File: src/rtl/chanAlignPkg.sv
package chanAlignPkg;

  localparam int unsigned LANES = 3;

  // Strobes from the controller to the datapath
  typedef struct packed {
    logic [LANES-1:0] pop;    // read one entry from each flagged lane FIFO
    logic             flush;  // empty every lane FIFO
    logic             emit;   // register the head triple as an output word
  } ctlStrobe_t;

endpackage

File: src/rtl/laneFifo.sv
module laneFifo #(
  parameter int unsigned WIDTH = 11,
  parameter int unsigned DEPTH = 4
) (
  input  logic             clk,
  input  logic             rst,
  input  logic             flush,
  input  logic             wrEn,
  input  logic [WIDTH-1:0] wrData,
  input  logic             rdEn,
  output logic [WIDTH-1:0] rdData,
  output logic             empty,
  output logic             full,
  output logic             overflow
);

  localparam int unsigned AW = $clog2(DEPTH);
  localparam int unsigned CW = $clog2(DEPTH + 1);

  logic [WIDTH-1:0] store [DEPTH];
  logic [AW-1:0]    wrPtr;
  logic [AW-1:0]    rdPtr;
  logic [CW-1:0]    count;
  logic             doWr;
  logic             doRd;

  function automatic logic [AW-1:0] bumpPtr(input logic [AW-1:0] p);
    return (p == AW'(DEPTH - 1)) ? '0 : AW'(p + 1'b1);
  endfunction

  assign empty    = (count == '0);
  assign full     = (count == CW'(DEPTH));
  assign doRd     = rdEn && !empty;
  assign doWr     = wrEn && (!full || doRd);
  assign overflow = wrEn && full && !doRd;
  assign rdData   = store[rdPtr];

  always_ff @(posedge clk) begin
    if (rst || flush) begin
      wrPtr <= '0;
      rdPtr <= '0;
      count <= '0;
    end else begin
      if (doWr) wrPtr <= bumpPtr(wrPtr);
      if (doRd) rdPtr <= bumpPtr(rdPtr);
      case ({doWr, doRd})
        2'b10:   count <= count + 1'b1;
        2'b01:   count <= count - 1'b1;
        default: count <= count;
      endcase
    end
  end

  always_ff @(posedge clk) begin
    if (doWr && !rst && !flush) store[wrPtr] <= wrData;
  end

  // occupancy never exceeds the configured depth
  a_r2_count_bound: assert property (@(posedge clk) disable iff (rst)
    count <= CW'(DEPTH));

  // an accepted write with no read raises occupancy by one
  a_r2_write_counts: assert property (@(posedge clk) disable iff (rst)
    (wrEn && !full && !rdEn && !flush) |=> (count == $past(count) + 1'b1));

endmodule

File: src/rtl/chanAlignPath.sv
module chanAlignPath
  import chanAlignPkg::*;
#(
  parameter int unsigned DATA_W = 10,
  parameter int unsigned DEPTH  = 4
) (
  input  logic                    clk,
  input  logic                    rst,
  input  logic [LANES*DATA_W-1:0] inData,
  input  logic [LANES-1:0]        inValid,
  input  logic [LANES-1:0]        inBlank,
  input  ctlStrobe_t              ctl,
  output logic [LANES-1:0]        laneEmpty,
  output logic [LANES-1:0]        laneFull,
  output logic [LANES-1:0]        laneOverflow,
  output logic [LANES-1:0]        headBlank,
  output logic [LANES*DATA_W-1:0] outData,
  output logic                    outValid
);

  localparam int unsigned ENTRY_W = DATA_W + 1;

  logic [DATA_W-1:0] headWord [LANES];

  for (genvar i = 0; i < LANES; i++) begin : g_lane
    logic [ENTRY_W-1:0] rdEntry;

    laneFifo #(.WIDTH(ENTRY_W), .DEPTH(DEPTH)) u_fifo (
      .clk      (clk),
      .rst      (rst),
      .flush    (ctl.flush),
      .wrEn     (inValid[i]),
      .wrData   ({inBlank[i], inData[i*DATA_W +: DATA_W]}),
      .rdEn     (ctl.pop[i]),
      .rdData   (rdEntry),
      .empty    (laneEmpty[i]),
      .full     (laneFull[i]),
      .overflow (laneOverflow[i])
    );

    assign headBlank[i] = rdEntry[DATA_W];
    assign headWord[i]  = rdEntry[DATA_W-1:0];
  end

  always_ff @(posedge clk) begin
    if (rst) begin
      outValid <= 1'b0;
      outData  <= '0;
    end else begin
      outValid <= ctl.emit;
      if (ctl.emit) begin
        for (int i = 0; i < LANES; i++) outData[i*DATA_W +: DATA_W] <= headWord[i];
      end
    end
  end

  // an emitted triple is read from every lane in the same cycle
  a_r6_emit_reads_all: assert property (@(posedge clk) disable iff (rst)
    ctl.emit |-> (&ctl.pop && !(|laneEmpty)));

endmodule

File: src/rtl/chanAlignCtrl.sv
module chanAlignCtrl
  import chanAlignPkg::*;
#(
  parameter int unsigned WINDOW = 2
) (
  input  logic             clk,
  input  logic             rst,
  input  logic [LANES-1:0] laneEmpty,
  input  logic [LANES-1:0] laneFull,
  input  logic [LANES-1:0] laneOverflow,
  input  logic [LANES-1:0] headBlank,
  output ctlStrobe_t       ctl,
  output logic             aligned
);

  localparam int unsigned WCW = $clog2(WINDOW + 2);
  localparam logic [WCW-1:0] WAIT_MAX = WCW'(WINDOW + 1);

  typedef enum logic {HUNT, LOCKED} alignState_t;

  alignState_t      state;
  logic [LANES-1:0] foundQ;
  logic [LANES-1:0] prevActQ;
  logic [WCW-1:0]   waitCnt;

  logic [LANES-1:0] markerAt;
  logic [LANES-1:0] huntPop;
  logic             allFound;
  logic             anyFound;
  logic             lockNow;
  logic             spreadBad;
  logic             skewFault;
  logic             fault;
  logic             readAll;

  always_comb begin
    for (int i = 0; i < LANES; i++) begin
      markerAt[i] = !laneEmpty[i] && headBlank[i] && prevActQ[i];
      huntPop[i]  = !foundQ[i] && !laneEmpty[i] && !markerAt[i];
    end
    allFound  = &foundQ;
    anyFound  = |foundQ;
    lockNow   = (state == HUNT) && allFound && (waitCnt <= WCW'(WINDOW));
    spreadBad = (state == HUNT) && allFound && (waitCnt > WCW'(WINDOW));
    skewFault = (state == LOCKED) && (|laneFull) && (|laneEmpty);
    fault     = (|laneOverflow) || skewFault || spreadBad;
    readAll   = ((state == LOCKED) || lockNow) && !(|laneEmpty);

    ctl.pop   = (state == LOCKED || lockNow) ? {LANES{readAll}} : huntPop;
    ctl.flush = fault;
    ctl.emit  = readAll && !fault;
  end

  always_ff @(posedge clk) begin
    if (rst || fault) begin
      state    <= HUNT;
      foundQ   <= '0;
      prevActQ <= '0;
      waitCnt  <= '0;
    end else if (state == HUNT) begin
      foundQ <= foundQ | markerAt;
      for (int i = 0; i < LANES; i++) begin
        if (huntPop[i]) prevActQ[i] <= !headBlank[i];
      end
      if (!anyFound)                             waitCnt <= '0;
      else if (!allFound && waitCnt != WAIT_MAX) waitCnt <= waitCnt + 1'b1;
      if (lockNow) state <= LOCKED;
    end
  end

  assign aligned = (state == LOCKED);

  // lock is only entered with every lane holding its marker inside the window
  a_r4_lock_needs_markers: assert property (@(posedge clk) disable iff (rst)
    $rose(aligned) |-> $past(allFound && waitCnt <= WCW'(WINDOW)));

  // a spread wider than the window returns to an empty search
  a_r5_spread_rejected: assert property (@(posedge clk) disable iff (rst)
    spreadBad |=> (!aligned && foundQ == '0));

  // a lane fault while locked drops the lock on the next edge
  a_r7_fault_unlocks: assert property (@(posedge clk) disable iff (rst)
    (aligned && ((|laneOverflow) || ((|laneFull) && (|laneEmpty)))) |=> !aligned);

  // a lane that already holds its marker is never read while searching
  a_r4_marker_stalls: assert property (@(posedge clk) disable iff (rst)
    (state == HUNT && !lockNow) |-> ((ctl.pop & foundQ) == '0));

endmodule

File: src/rtl/chanAlign.sv
module chanAlign
  import chanAlignPkg::*;
#(
  parameter int unsigned DATA_W = 10,
  parameter int unsigned DEPTH  = 4,
  parameter int unsigned WINDOW = 2
) (
  input  logic                    clk,
  input  logic                    rst,
  input  logic [LANES*DATA_W-1:0] inData,
  input  logic [LANES-1:0]        inValid,
  input  logic [LANES-1:0]        inBlank,
  output logic [LANES*DATA_W-1:0] outData,
  output logic                    outValid,
  output logic                    aligned
);

  ctlStrobe_t       ctl;
  logic [LANES-1:0] laneEmpty;
  logic [LANES-1:0] laneFull;
  logic [LANES-1:0] laneOverflow;
  logic [LANES-1:0] headBlank;

  chanAlignPath #(.DATA_W(DATA_W), .DEPTH(DEPTH)) u_path (
    .clk          (clk),
    .rst          (rst),
    .inData       (inData),
    .inValid      (inValid),
    .inBlank      (inBlank),
    .ctl          (ctl),
    .laneEmpty    (laneEmpty),
    .laneFull     (laneFull),
    .laneOverflow (laneOverflow),
    .headBlank    (headBlank),
    .outData      (outData),
    .outValid     (outValid)
  );

  chanAlignCtrl #(.WINDOW(WINDOW)) u_ctrl (
    .clk          (clk),
    .rst          (rst),
    .laneEmpty    (laneEmpty),
    .laneFull     (laneFull),
    .laneOverflow (laneOverflow),
    .headBlank    (headBlank),
    .ctl          (ctl),
    .aligned      (aligned)
  );

  // output words only appear while locked
  a_r8_valid_only_aligned: assert property (@(posedge clk) disable iff (rst)
    outValid |-> aligned);

  // the cycle after reset shows an idle, unlocked block
  a_r1_reset_idle: assert property (@(posedge clk) disable iff (rst)
    $past(rst) |-> (!outValid && !aligned));

endmodule

File: config.mk
export PLATFORM = sky130hd
export DESIGN_NAME = chanAlign
export DESIGN_NICKNAME = d
export VERILOG_FILES = /design/src/rtl/chanAlignPkg.sv /design/src/rtl/laneFifo.sv /design/src/rtl/chanAlignPath.sv /design/src/rtl/chanAlignCtrl.sv /design/src/rtl/chanAlign.sv
export SDC_FILE = /design/constraint.sdc
export NUM_CORES = 1
export LEC_CHECK = 0
export ABC_AREA = 0
export CAP_MARGIN = 20
export CORE_ASPECT_RATIO = 2
export CORE_UTILIZATION = 45
export DETAILED_ROUTE_END_ITERATION = 16
export SYNTH_ARGS = -nofsm -noshare
export SYNTH_HDL_FRONTEND = slang
export SYNTH_SLANG_ARGS = --single-unit
File: constraint.sdc
create_clock -name clk -period 3.2 [get_ports clk]
set_clock_uncertainty 0.2 [all_clocks]
set_input_delay 0.64 -clock clk [delete_from_list [all_inputs] [get_ports clk]]
set_output_delay 0.64 -clock clk [all_outputs]
set_load 0.005 [all_outputs]
==> results of run 1 <==
[sequential cells by signal, indices dropped and copies added, names as in the netlist, named ones only]
| register | count |
|---|---|
| u_path.g_lane.u_fifo.wrPtr | 6 |
| u_ctrl.prevActQ | 3 |
| u_path.outData | 30 |
| u_path.g_lane.u_fifo.count | 9 |
| u_ctrl.foundQ | 3 |
| u_path.outValid | 1 |
| u_ctrl.aligned | 1 |
| u_ctrl.waitCnt | 2 |
| u_path.g_lane.u_fifo.rdPtr | 6 |
| u_path.g_lane.u_fifo.store | 132 |
[worst max-delay path by stage]
| stage | startpoint | endpoint | depth (start not counted) |
|---|---|---|---|
| floorplan | u_ctrl.waitCnt[0]$_SDFFE_PP0P_ | u_path.g_lane[1].u_fifo.count[1]$_SDFFE_PP0P_ | 10 |
| CTS | u_ctrl.waitCnt[0]$_SDFFE_PP0P_ | u_path.g_lane[1].u_fifo.count[1]$_SDFFE_PP0P_ | 10 |
| detailed placement | inValid[2] | u_path.g_lane[1].u_fifo.store[0][8]$_DFFE_PP_ | 7 |
| global placement | inValid[2] | u_path.g_lane[1].u_fifo.store[0][6]$_DFFE_PP_ | 7 |
| global route | u_ctrl.waitCnt[0]$_SDFFE_PP0P_ | u_path.g_lane[1].u_fifo.count[2]$_SDFFE_PP0P_ | 11 |
| finish | u_ctrl.waitCnt[0]$_SDFFE_PP0P_ | u_path.g_lane[1].u_fifo.count[1]$_SDFFE_PP0P_ | 10 |
[layer usage]
layer	part of all wire, %	track usage, %	vias up
met3	3.0	3.549	17
li1	-	-	2276
met5	0	0	-
met1	36	17.95	2314
met4	2.4	8.152	0
met2	58	35.49	84
[cell families (layout without fill, tap and decap cells)]
logic type / Yosys count / after routing / share of synthesized area (%)
DFF: 199 / 199 / 66.43
and+or+nand+nor: 172 / 172 / 10.29
AOI/OAI and AO/OA: 77 / 77 / 5.906
muxes: 51 / 51 / 11.09
buffers and inverters: 42 / 146 / 2.428
adders and majority gates: 20 / 20 / 3.415
xor gates and xnor gates: 4 / 4 / 0.4386
[per-stage QoR]
stage               hold slack [ns]  setup slack [ns]  power (W)  area (sq um)
floorplan                    0.2527            0.4972   0.004532          7986
global placement             0.2417            0.3220   0.004930          9057
detailed placement           0.2455            0.2473   0.005015          9057
CTS                          0.2552            0.3712   0.007091          9628
global route                 0.2734            0.1257   0.007380          9628
finish                       0.2518            0.3823   0.007008          9628
[synth_stat cells (all sizes together), types with 2 or more instances]
cell type / count
nor2b: 4
a21oi: 46
nand3b: 2
nor3: 9
inv: 15
a211oi: 2
nand2b: 7
xor2: 4
a221oi: 2
nor3b: 2
nand2: 68
and4b: 2
mux2i: 21
a31oi: 2
o22ai: 4
and3: 18
o211ai: 2
edfxtp: 132
or3: 5
dfxtp: 67
o21a: 3
o2111ai: 2
ha: 17
buf: 12
fa: 3
clkbuf: 15
nor4: 2
mux4: 30
or3b: 4
nand3: 4
nor2: 43
o21ai: 5
[critical path, cell delays in order, from the launching register on]
cell	delay, ns
dfxtp_1	0.38
ha_1	0.18
and4b_1	0.21
nor2_1	0.34
o21ai_2	0.11
and2_1	0.24
nand2b_1	0.12
fa_1	0.43
nor2_1	0.13
o211ai_1	0.10
a221oi_1	0.27
[power groups by stage]
stage	Sequential, W	Combinational [W]	Clock (W)
2_1_floorplan	0.00321	0.00132	0
3_3_place_gp	0.00326	0.00167	0
3_5_place_dp	0.00327	0.00174	0
4_1_cts	0.00321	0.00175	0.00213
5_1_grt	0.00325	0.00192	0.00221
6_report	0.00321	0.00173	0.00206
[cell usage in the layout (no fill, tap or decap), types with 3 or more instances in the layout]
master and count:
o21a_1 3, nor2b_1 4, xor2_1 4, o21ai_0 3, nand3_1 4, nand2b_1 7
clkdlybuf4s50_1 69, clkinv_4 4, buf_4 28, mux4_2 30, inv_1 15, nand2_1 68
inv_6 3, edfxtp_1 132, ha_1 17, inv_8 3, a21oi_1 46, or3_1 4
nor2_1 43, fa_1 3, o22ai_1 4, and3_1 18, mux2i_1 21, nor3_1 8
dfxtp_1 67, clkbuf_16 17, or3b_2 4
[area by class of cell]
type,count,area (sq um)
Timing Repair Buffer,99,940.9
Clock inverter,13,137.6
Multi-Input combinational cell,324,2492
Inverter,15,56.30
Clock buffer,19,432.9
Fill cell,1430,7644
Sequential cell,199,5305
Tap cell,210,262.8
==> summary.md, run 1 <==
| Metric | Value |
|---|---|
| Status | finished, final reports clean |
| Post-synth top area cell | edfxtp_1 |
| Layout cells sized above 1 | 15.10% |
| Top-area cell type share of the netlist area | 49.63% |
| R2r endpoint | u_path.g_lane[1].u_fifo.count[1]$_SDFFE_PP0P_ |
| Pre-antenna DRT Iters | 5 |
| GRT overflow | 0 |
| Switching power | 0.002044 W |
| WHS Endpoint | u_path.outData[21]$_SDFFE_PP0P_ |
| Sw frac | 29.17% |
| CP Class | register to register |
| Core ar. | 17,270 sq um |
| Max Cap Viol | 0 |
| Final Core Density | 55.74% |
| Die span in x | 96.20 um |
| First-pass GRT wire length | 24,650 um |
| Gp weighted congestion | 0.7601 |
| Synth cell types | 49 |
| Seq pwr share | 45.9% |
| Routed wire length | 15,120 um |
| Worst Reg-to-Reg Cells | 10 |
| Critical Path Sink Type | register |
| Mean area per synthesized cell | 14.14 sq um |
| Drt wl/cell | 17.20 um |
| Post-CTS Setup Bufs | 0 |
| Synth Register Bits | 199 |
| Clock share of power | 29.5% |
| Finished Layout Cells | 879 |
| Predominant post-synthesis flop cell | edfxtp_1 |
| Least-Margin Pin Slew | 0.5360 ns |
| Setup_tns | 0 ns |
| Die height | 190.4 um |
| # hold bufs at CTS | 0 |
| Largest net degree at the start of global routing | 31 |
| Leakage | 3.308 nW |
| Hold violation total from the final report | 0 |
| Ports | 70 |
| Synth Cell Area | 7986 sq um |
| Area contributors post-synth | edfxtp_1 (50%), dfxtp_1 (17%), mux4_2 (8.5%) |
| Final setup viols | 0 |
| I/O Buffers | 69 |
| Htree depth | 4 |
| Hold/Removal Path Class | register to register |
| Post-synth EDFFs | 132 |
| Antenna violations before repair | 0 |
| Period utilization | 88.05% |
| Total GRT Usage | 18.37% |
| Sequential share of the synthesized area | 66.43% |
| Layout Area Growth over Synthesis | 20.55% |
| Detailed Place HPWL | 11,010 um |
| Final nets | 714 |
| Worst hold path stage count | 2 |
| CTS tree | yes |
| Initial Utilization | 46.24% |
| Initial DRC count | 178 |
| Combinational Power Share | 24.7% |
| Synth Net Count | 623 |
| Row count | 68 |
| Drc violations | 0 |
| CP Data Required Time | 3.33 ns |
| Startpoint Class | register |
| Post-cts sizing count | 0 |
| Power Density | 727.9 nW/um^2 |
| Clock root buffer | clkbuf_16 |
| Relative slew slack | 63.99% |
| Max IR drop VDD | 0.3864 mV |
| Int Pwr | 0.004964 W |
| Syn. warnings | 0 |
| Max-slew violation count | 0 |
| Fmax | 0.3549 GHz |
| Syn Inst Count | 565 |
| Clock sinks | 199 |
| RR Startpoint | u_ctrl.waitCnt[0]$_SDFFE_PP0P_ |
| Setup repair after global routing missed its margin | false |
| Number of buffers created by CTS | 17 |
| Vias post-DR | 4,691 |
| Worst EP arrival | 2.95 ns |
| Vias per inst | 5.337 |
| Placed cell count | 847 |
| R2r setup slk | 0.38 ns |
| Post-route ant nets | 0 |
| Vias in the first global route | 5,099 |
| Beginning of the worst hold path | u_path.outData[21]$_SDFFE_PP0P_ |
| Clock-pin slew on the worst setup and hold paths | 0.07 ns |
| Clock buffer depth | 2 |
| Ys async rst share | 0% |
| Crit path time final | 2.818 ns |
| Die area | 18,320 sq um |
| Latest clock arrival within the worst-skew pair | 0.43 ns |
| Antenna diodes | 0 |
| CP Max Fanout | 5 |
(Power assumes the default switching activity.)
==> run 2: changes to the inputs <==
TNS_END_PERCENT = 10   (was not set)
==> results of run 2 <==
Same layout as run 1: the final DEF is identical, and so are final timing and power.
==> run 3: changes to the inputs <==
CORE_ASPECT_RATIO = 1.1   (was 2)
SLEW_MARGIN = 25   (was not set)
==> summary.md, run 3 (synthesis results as in run 1) <==
| Metric | Value |
|---|---|
| Drc violations | 0 (unchanged) |
| Ports | 70 (unchanged) |
| Commonest cells after routing, fill and taps aside | edfxtp_1 (132), clkdlybuf4s50_1 (69), nand2_1 (68) |
| Crit path time final | 2.948 ns (+0.1298 ns) |
| WHS Endpoint | u_path.outData[12]$_SDFFE_PP0P_ |
| Max reg flops | 132 (unchanged) |
| Layout cells sized above 1 | 14.82% (-0.28 points) |
| Number of buffers created by CTS | 17 (unchanged) |
| Final nets | 713 (-0.14%) |
| Fmax | 0.3393 GHz (-4.4%) |
| CP Class | register to register |
| Vias post-DR | 4,701 (+0.21%) |
| GR met2 Demand/Resource | 31.86% (-3.6 points) |
| Critical Path Sink Type | register |
| # hold bufs at CTS | 0 (unchanged) |
| Vias per inst | 5.212 (-2.3%) |
| Core ar. | 17,200 sq um (-0.39%) |
| CP Max Fanout | 8 (+3) |
| M3 GR Usage | 3.884% (+0.34 points) |
| Post-CTS Setup Bufs | 0 (unchanged) |
| Setup repair after global routing missed its margin | false |
| Clock sinks | 199 (unchanged) |
| R2r setup slk | 0.25 ns (-0.13 ns) |
| Antenna violations before repair | 0 (unchanged) |
| Startpoint Class | register |
| Beginning of the worst hold path | u_path.outData[12]$_SDFFE_PP0P_ |
| Row count | 50 (-26%) |
| Clock-pin slew on the worst setup and hold paths | 0.07 ns (about the same) |
| Htree depth | 4 (unchanged) |
| Most Used Layer, Global Route | met2 |
| Die span in x | 129.0 um (+34%) |
| R2r endpoint | u_path.g_lane[0].u_fifo.count[2]$_SDFFE_PP0P_ |
| Initial Utilization | 46.42% (+0.18 points) |
| Relative slew slack | 62.91% (-1.1 points) |
| Routed wire length | 14,710 um (-2.7%) |
| Worst Reg-to-Reg Cells | 10 (unchanged) |
| Period utilization | 92.11% (+4.1 points) |
| Hold_ws | 0.2562 ns (+0.004432 ns) |
| Layout Area Growth over Synthesis | 20.91% |
| Max-slew violation count | 0 (unchanged) |
| Power Density | 736.7 nW/um^2 (+1.2%) |
| Power Total | 0.007114 W (+1.5%) |
| Detailed Place HPWL | 10,260 um (-6.8%) |
| Pre-antenna DRT Iters | 4 (-1) |
| Clock root buffer | clkbuf_16 |
| GRT overflow | 0 (unchanged) |
| Antenna diodes | 0 (unchanged) |
| First-pass GRT wire length | 24,340 um (-1.3%) |
| Most common cell after layout, fill and taps aside | edfxtp_1 |
| Initial DRC count | 236 (+33%) |
| Max IR drop VDD | 0.3837 mV (-0.70%) |
| Worst Setup Slack, final | 0.2525 ns (-0.1298 ns) |
| Least-Margin Pin Slew | 0.5521 ns (+0.01617 ns) |
| Post-cts sizing count | 0 (unchanged) |
| Leakage | 3.307 nW (about the same) |
| Status | finished, final reports clean |
| Post-route ant nets | 0 (unchanged) |
| Biggest regs | u_path.g_lane.u_fifo.store (132), u_path.outData (30), u_path.g_lane.u_fifo.count (9) |
| Worst hold path stage count | 2 (unchanged) |
| Max Cap Viol | 0 (unchanged) |
| Hold/Removal Path Class | register to register |
| Die height | 141.7 um (-26%) |
| Post-Place Setup Slack | 0.1222 ns (-0.1251 ns) |
| Met1 Usage GRT | 21.00% (+3.0 points) |
| Finished Layout Cells | 902 (+2.6%) |
| Drt wl/cell | 16.31 um (-5.2%) |
| CP Data Required Time | 3.35 ns (+0.02 ns) |
| Vias in the first global route | 4,822 (-5.4%) |
| Setup_tns | 0 ns (unchanged) |
| Final setup viols | 0 (unchanged) |
| CTS tree | yes |
| Clock buffer depth | 2 (unchanged) |
| Hold violation total from the final report | 0 (unchanged) |
| Latest clock arrival within the worst-skew pair | 0.43 ns (about the same) |
| RR Startpoint | u_ctrl.waitCnt[0]$_SDFFE_PP0P_ |
| Worst EP arrival | 3.10 ns (+0.15 ns) |
| Die area | 18,280 sq um (-0.17%) |
| I/O Buffers | 69 (unchanged) |
| Largest net degree at the start of global routing | 31 (unchanged) |
| Placed cell count | 870 (+2.7%) |
| Number of fill cells | 1,393 (-2.6%) |
| Register bank with the most flops | u_path.g_lane.u_fifo.store |
| Gp weighted congestion | 0.7440 (-2.1%) |
| Total GRT Usage | 17.65% (-0.73 points) |
## run 3: cell count changes in the layout (fill, tap and decap cells not counted), sizes merged
cell	delta
clkinv	-3
bufinv	+2
buf	-1
clkbuf	+1
## run 3: layout make-up
cell class | count | area [sq um] | area share [%]
clock buffer | 20 | 436.7 | 4.522
clock inverter | 12 | 165.2 | 1.710
inverter | 15 | 56.30 | 0.5831
multi-input combinational | 324 | 2492 | 25.81
sequential | 199 | 5305 | 54.94
tap | 234 | 292.8 | 3.032
timing repair buffer | 98 | 908.4 | 9.407
## run 3: routing by layer
metal  up-vias  wire length (um)  share of wire [%]
met5         -                 0                  0
met4         0               127               0.86
met3         8               472                3.2
met2        82              7847                 53
met1      2336              6260                 43
li1       2275                 -                  -
## run 3: worst max-delay path by stage
stage	start	to	depth (start not counted)
2_1_floorplan	u_ctrl.waitCnt[0]$_SDFFE_PP0P_	u_path.g_lane[1].u_fifo.count[1]$_SDFFE_PP0P_	10
3_3_place_gp	rst	u_path.g_lane[1].u_fifo.store[2][6]$_DFFE_PP_	6
3_5_place_dp	inValid[1]	u_path.g_lane[1].u_fifo.store[3][5]$_DFFE_PP_	7
4_1_cts	u_ctrl.waitCnt[0]$_SDFFE_PP0P_	u_path.g_lane[1].u_fifo.store[3][9]$_DFFE_PP_	8
5_1_grt	u_ctrl.waitCnt[0]$_SDFFE_PP0P_	u_path.g_lane[0].u_fifo.count[2]$_SDFFE_PP0P_	10
6_report	u_ctrl.waitCnt[0]$_SDFFE_PP0P_	u_path.g_lane[0].u_fifo.count[2]$_SDFFE_PP0P_	10
## run 3: per-stage QoR
stage          util [%]  instance area [sq um]
6_report          56.13                   9657
5_1_grt           56.13                   9657
4_1_cts           56.13                   9657
3_5_place_dp      52.63                   9055
3_3_place_gp      52.63                   9055
2_1_floorplan         -                   7986
## run 3: power by group
group          internal, W  switching, W
registers          0.00303      0.000185
logic             0.000816      0.000899
clock network      0.00125      0.000937
total              0.00509       0.00202
## run 3: critical path, cell delays in order, from the launching register on
cell and delay (ns):
dfxtp_1 0.39, ha_1 0.18, and4b_1 0.22, o2111ai_2 0.32, o21a_1 0.35, nor2_1 0.12, inv_1 0.09, fa_1 0.19
or3b_2 0.48, a21o_1 0.18, a21oi_1 0.15
